$ cat src/rtl/ctl_pkg.sv
package ctl_pkg;
   // bit positions inside the synchronised serial bundle
   localparam int unsigned SIG_DAT = 0;
   localparam int unsigned SIG_CLK = 1;
   localparam int unsigned SIG_LAT = 2;
   localparam int unsigned SIG_N   = 3;

   // idle levels: shift clock and strobe rest high
   localparam logic [SIG_N-1:0] SIG_IDLE = 3'b110;

   typedef enum logic {
      DEST_SYS = 1'b0,
      DEST_ATT = 1'b1
   } dest_e;

   function automatic int unsigned bits_for(input int unsigned n);
      return $clog2(n + 1);
   endfunction
endpackage

$ cat src/rtl/ctl_sync.sv
module ctl_sync #(
   parameter int unsigned W       = 3,
   parameter int unsigned STAGES  = 2,
   parameter logic [W-1:0] RST_VAL = '0
) (
   input  logic         clk,
   input  logic         rst_n,
   input  logic [W-1:0] d,
   output logic [W-1:0] q
);
   if (STAGES < 2) begin : g_bad_stages
      $error("ctl_sync: STAGES must be at least 2");
   end
   if (W < 1) begin : g_bad_w
      $error("ctl_sync: W must be at least 1");
   end

   logic [STAGES-1:0][W-1:0] chain_q;

   always_ff @(posedge clk or negedge rst_n) begin
      if (!rst_n) chain_q <= {STAGES{RST_VAL}};
      else        chain_q <= {chain_q[STAGES-2:0], d};
   end

   assign q = chain_q[STAGES-1];
endmodule

$ cat src/rtl/ctl_shift_rx.sv
module ctl_shift_rx
   import ctl_pkg::*;
#(
   parameter int unsigned WORD_W = 16
) (
   input  logic              clk,
   input  logic              rst_n,
   input  logic              init_n,
   input  logic              sclk_s,
   input  logic              sdat_s,
   input  logic              slat_s,
   output logic              commit,
   output logic [WORD_W-1:0] word
);
   localparam int unsigned     CNT_W = bits_for(WORD_W);
   localparam logic [CNT_W-1:0] FULL = CNT_W'(WORD_W);

   if (WORD_W < 8) begin : g_bad_word
      $error("ctl_shift_rx: WORD_W must be at least 8");
   end

   logic              sclk_d, slat_d;
   logic              clk_rise, lat_fall;
   logic [WORD_W-1:0] shreg_q;
   logic [CNT_W-1:0]  cnt_q;

   assign clk_rise = sclk_s & ~sclk_d;
   assign lat_fall = ~slat_s & slat_d;

   always_ff @(posedge clk or negedge rst_n) begin
      if (!rst_n) begin
         sclk_d  <= 1'b1;
         slat_d  <= 1'b1;
         shreg_q <= '0;
         cnt_q   <= '0;
      end else begin
         sclk_d <= sclk_s;
         slat_d <= slat_s;
         if (clk_rise) shreg_q <= {sdat_s, shreg_q[WORD_W-1:1]};
         if (!init_n || lat_fall)          cnt_q <= '0;
         else if (clk_rise && cnt_q != FULL) cnt_q <= cnt_q + 1'b1;
      end
   end

   assign commit = lat_fall & (cnt_q == FULL) & init_n;
   assign word   = shreg_q;

   // count saturates at a full word
   a_r7_cnt_saturates: assert property (@(posedge clk) disable iff (!rst_n)
      cnt_q <= FULL);
   // any strobe edge restarts the count
   a_r6_cnt_cleared: assert property (@(posedge clk) disable iff (!rst_n)
      lat_fall |=> cnt_q == '0);
   // initialise discards a partial word
   a_r9_init_clears_cnt: assert property (@(posedge clk) disable iff (!rst_n)
      !init_n |=> cnt_q == '0);
endmodule

$ cat src/rtl/ctl_word_loader.sv
module ctl_word_loader
   import ctl_pkg::*;
#(
   parameter int unsigned WORD_W      = 16,
   parameter int unsigned LVL_W       = 8,
   parameter int unsigned ZD_LSB      = 4,
   parameter int unsigned SYNC_STAGES = 2
) (
   input  logic              clk,
   input  logic              rst_n,
   input  logic              init_n,
   input  logic              ser_clk,
   input  logic              ser_dat,
   input  logic              ser_lat,
   output logic [WORD_W-1:0] sys_word,
   output logic [1:0]        zd_sel,
   output logic [WORD_W-1:0] att_word,
   output logic [LVL_W-1:0]  att_level,
   output logic              deemph_en,
   output logic [1:0]        deemph_sel,
   output logic              mute
);
   localparam int unsigned DEST_BIT = WORD_W - 1;
   localparam int unsigned MUTE_BIT = WORD_W - 2;
   localparam int unsigned DEN_BIT  = WORD_W - 3;
   localparam int unsigned DSEL_HI  = WORD_W - 4;
   localparam int unsigned DSEL_LO  = WORD_W - 5;

   if (LVL_W > DSEL_LO) begin : g_bad_lvl
      $error("ctl_word_loader: LVL_W overlaps the de-emphasis field");
   end
   if (ZD_LSB + 2 > DEST_BIT) begin : g_bad_zd
      $error("ctl_word_loader: ZD_LSB overlaps the destination bit");
   end

   logic [SIG_N-1:0]  sig_s;
   logic              commit;
   logic [WORD_W-1:0] word;
   logic [WORD_W-1:0] sys_q, att_q;
   dest_e             dest;

   ctl_sync #(
      .W       (SIG_N),
      .STAGES  (SYNC_STAGES),
      .RST_VAL (SIG_IDLE)
   ) u_sync (
      .clk   (clk),
      .rst_n (rst_n),
      .d     ({ser_lat, ser_clk, ser_dat}),
      .q     (sig_s)
   );

   ctl_shift_rx #(
      .WORD_W (WORD_W)
   ) u_rx (
      .clk    (clk),
      .rst_n  (rst_n),
      .init_n (init_n),
      .sclk_s (sig_s[SIG_CLK]),
      .sdat_s (sig_s[SIG_DAT]),
      .slat_s (sig_s[SIG_LAT]),
      .commit (commit),
      .word   (word)
   );

   assign dest = dest_e'(word[DEST_BIT]);

   always_ff @(posedge clk or negedge rst_n) begin
      if (!rst_n) begin
         sys_q <= '0;
         att_q <= '0;
      end else if (!init_n) begin
         sys_q <= '0;
         att_q <= '0;
      end else if (commit) begin
         if (dest == DEST_ATT) att_q <= word;
         else                  sys_q <= word;
      end
   end

   assign sys_word   = sys_q;
   assign zd_sel     = sys_q[ZD_LSB+1:ZD_LSB];
   assign att_word   = att_q;
   assign att_level  = att_q[LVL_W-1:0];
   assign deemph_en  = att_q[DEN_BIT];
   assign deemph_sel = att_q[DSEL_HI:DSEL_LO];
   assign mute       = att_q[MUTE_BIT];

   // registers move only on a commit or a clear
   a_r5_hold_without_commit: assert property (@(posedge clk) disable iff (!rst_n)
      (init_n && !commit) |=> ($stable(sys_q) && $stable(att_q)));
   // configuration destination
   a_r3_sys_dest: assert property (@(posedge clk) disable iff (!rst_n)
      (init_n && commit && !word[DEST_BIT]) |=> (sys_q == $past(word) && $stable(att_q)));
   // attenuation destination
   a_r4_att_dest: assert property (@(posedge clk) disable iff (!rst_n)
      (init_n && commit && word[DEST_BIT]) |=> (att_q == $past(word) && $stable(sys_q)));
   // initialise clears both registers
   a_r9_init_zero: assert property (@(posedge clk) disable iff (!rst_n)
      !init_n |=> (sys_q == '0 && att_q == '0));
endmodule

$ cat config.mk
export PLATFORM = sky130hd
export DESIGN_NAME = ctl_word_loader
export DESIGN_NICKNAME = d
export VERILOG_FILES = /design/src/rtl/ctl_pkg.sv /design/src/rtl/ctl_sync.sv /design/src/rtl/ctl_shift_rx.sv /design/src/rtl/ctl_word_loader.sv
export SDC_FILE = /design/constraint.sdc
export NUM_CORES = 1
export LEC_CHECK = 0
export BUFFER_PORTS_ARGS = -buffer_cell sky130_fd_sc_hd__buf_2
export CAP_MARGIN = 10
export CORE_UTILIZATION = 54
export DETAILED_ROUTE_END_ITERATION = 6
export PLACE_DENSITY = 0.79
export SETUP_SLACK_MARGIN = 0.15
export SLEW_MARGIN = 20
export SYNTH_ARGS = -nofsm -noshare
export SYNTH_HDL_FRONTEND = slang
export SYNTH_HIERARCHICAL = 1
export SYNTH_SLANG_ARGS = --single-unit
$ cat constraint.sdc
create_clock -name clk -period 2.1 [get_ports clk]
set_input_delay 0.63 -clock clk [delete_from_list [all_inputs] [get_ports clk]]
set_output_delay 0.63 -clock clk [all_outputs]
set_load 0.1 [all_outputs]
==> metrics list <==
- The slowest stage of the critical path is the dfrtp_1 cell.
- In this run the tightest slew margin relative to its limit is 0.608.
- Cell accounting for the most synthesized area: dfrtp_1
- Counting instances in the post-synthesis netlist gives the leading cell types as nand2_1, dfrtp_1, mux2i_1.
* Register area: 0.00153 sq mm
* Outcome: finished with violations
- Fin Clk Skew: 11.2 ps
* Boundary pin count: 52
- HPWL reported at the end of detailed placement: 3.10 mm
* Clock transition at path regs: 60 ps
* Fraction of final layout cells with drive strength greater than 1: 0.330
- Endpoints failing setup: 0
* Critical Path Start Type: flop
* Number of buffer and inverter stages on the critical path: 2
- Worst-path cell chain: inv_1 > ha_1 > nand4bb_1 > nor3_2 > and2_4 > buf_12 > mux2i_1
* Mapped Cells: 248
* Number of buffers added by the clock tree synthesis step: 9
* Global placement routability congestion: 0.909
* Worst setup slack for register-to-register paths: 310 ps
* Share of the clock period used by the worst path after layout: 0.854
- Sorting the synthesized cells by area gives the leading types as dfrtp_1, nand2_1, mux2i_1.
- Total gr overflow: 0
* Synthesis warning total: 6
- For this run, the total global-route usage over all layers was measured as 0.224.
- The number of hold buffers added after CTS was 0.
- Vias in the first global route: 1732
* Full die area: 0.00509 sq mm
- Antenna diode count: 0
* TritonCTS clock tree: built
* Average detailed-routed wire length per instance: 14.6 um
- Max-cap violations in this run came to 0.
* Combined area of the multi-input logic cells: 855 sq um
- The initial utilization of the core area, before any placement, comes to 0.580.
* Cell Pwr Density: 827 mW/mm^2
- Summing all non-filler instances in the final layout gives an area of 0.00303 sq mm.
* Count of distinct cell types in the synthesized netlist: 23
* Kind of capture point of the worst setup path: flop
* Dominant register cell in the synthesized netlist: dfrtp_1
- Number of vias after detailed routing: 1806
* Pin count of the biggest net entering global routing: 48
- Total cell area at the placement stage: 0.00277 sq mm
- The number of antenna violations at the first check in global routing was 0.
* Number of synthesized register bits: 60
- Along the worst path, the maximum fanout reaches 8.
- The largest single stage delay on the critical path is 410 ps.
- For the worst setup path, the data required time is 2340 ps.
- Layout Nets: 297
- Fraction of post-synthesis cell area in the top cell type by area: 0.521
- Broken down by cell family, the worst path's largest delay share belongs to simple AND/OR/NAND/NOR gates.
- Max VDD drop: 617 uV
- The analysis attributes to cell leakage a power of 0.00163 uW.
- In the routed design, unresolved DRC markers number 5.
- Total core area: 0.00447 sq mm
* Clk buf depth: 2
- nand2_1 is the most common cell in the netlist.
- Max Transition Viols Final: 0
- Total power for the finished layout comes to 2510 uW.
- Worst EP arrival: 2030 ps
- For this run, the register share of the synthesized area comes to 0.581.
- Layout-stage area growth over the synthesis result: 16.9%
- Syn_area_per_cell: 10.5 sq um
- Die Ht: 71.3 um
- Antenna Nets Post-Route: 0
- Number of enable-type register cells in the synthesized netlist: 0
* Width of the die: 71.3 um
- Summed over all layers, the routed wires come to 5.06 mm.
- Setup WS post-layout: 308 ps
- The first global-routing pass estimated 8.45 mm of wire.
- Prior to clock tree synthesis, the placed netlist has a worst setup slack of 287 ps.
- Post-Syn Nets: 256
- After detailed routing, the number of vias per cell comes to 5.22.
* Post-layout min period: 1790 ps
- Setup repair after global routing left no endpoint under its margin.
- Final Hold Fails: 0
- Class of the most critical setup path: reg2reg
* Cell Rows: 24
* Clock Root Buffer: clkbuf_8
* Detailed Route Iter0 Violations: 139
- The layout has 330 filler cells.
- Based on the critical path, the design can be clocked at up to 558 MHz.
- Synth Cell Area: 0.00259 sq mm
* Violated checks: design-rule violations
* Count of clock tree sinks: 60
- The H-tree was split into 3 levels.
- Async set or reset register ratio after synthesis: 1.00
* Utilization after layout: 0.678
- For the worst-skew pair, the clock arrives at the later sink with an insertion delay of 330 ps.
- Adding up every negative setup slack in the final design gives 0 ps.
- During placement, the flow inserted port buffers numbering 50.
- At the pin with the least slew margin, the transition time is 588 ps.
- Type of the worst min-delay path: in2async
- Before antenna repair, the detailed router went through 7 iterations.
repair_timing:
item                                    4_1_cts  5_1_grt
pin swaps                                     1        0
endpoints found under the setup margin        1        7
resized for setup                             0        1
buffers inserted                              5        0
kinds of logic (layout without fill, tap and decap cells):
family | count (synthesis) | after routing | synth area share
compound gates | 10 | 10 | 0.0217
fa+ha+maj | 2 | 2 | 0.00964
buf+inv | 34 | 80 | 0.0911
flops | 60 | 60 | 0.581
mux | 30 | 30 | 0.116
other cells | 1 | 1 | 0.00145
simple gates | 111 | 111 | 0.179
cells in the final DEF, fill, tap and decap left out:
cell,n
nand2_1,96
buf_2,50
dfrtp_1,40
mux2i_1,30
dfrtp_2,14
clkbuf_8,12
buf_4,8
dfstp_2,6
o21ai_0,4
a21oi_1,4
nand2b_1,3
clkbuf_1,3
buf_12,3
inv_1,3
nand3_1,3
or3_1,3
ha_1,2
and2_4,1
o21a_1,1
conb_1,1
bufinv_16,1
nand4bb_1,1
nor3_2,1
nor2b_1,1
and4bb_1,1
nand3b_1,1
a21oi_2,1
flip-flops by register name, indices dropped and copies added (netlist names):
name and count:
u_rx/slat_d 1, att_word 16, sys_word 15, u_rx/word 16
u_sync/chain_q 3, u_rx/cnt_q 5, u_rx/sclk_d 1, u_sync/q 3
worst reg2reg max path: stages, from the launching register on:
cell and delay (ps):
dfrtp_1 410, inv_1 100, ha_1 170, nand4bb_1 180, nor3_2 250, and2_4 250
buf_12 150, mux2i_1 210
power by group:
part,switching [uW],leakage (uW),total [uW],internal (uW)
registers,53.8,0.000780,1280,1230
clock network,420,0.000104,1070,648
logic,109,0.000741,161,51.3
per-layer routing:
layer / track usage / wire, um / part of all wire / vias up
li1: - / - / - / 859
met1: 0.281 / 2180 / 0.43 / 885
met2: 0.364 / 2590 / 0.51 / 58
met3: 0.0731 / 219 / 0.043 / 4
met4: 0.0844 / 72 / 0.014 / 0
met5: 0 / 0 / 0 / -
metrics by stage:
stage,hold slack (ps),cells
finish,304,346
global placement,343,325
detailed placement,343,325
floorplan,331,248
CTS,302,346
global route,327,346
worst paths after layout:
kind                                    from      endpoint  cells after the start
max                            u_rx/cnt_q[0]   att_word[1]                      7
max in group asynchronous              rst_n  att_word[14]                      2
max reg2reg                    u_rx/cnt_q[0]   att_word[1]                      7
min reg2reg                u_sync/chain_q[0]   u_sync/q[0]                      0
min                                    rst_n   sys_word[0]                      1
min in group clk           u_sync/chain_q[0]   u_sync/q[0]                      0
layout make-up:
class                           instances  share of cell area
Sequential cell                        60               0.503
Multi-Input combinational cell        154               0.282
Timing Repair Buffer                   61               0.122
Clock buffer                           15              0.0581
Tap cell                               52              0.0214
Clock inverter                          1             0.00990
Inverter                                3             0.00371
No activity file was read; power rests on OpenSTA's default activity.
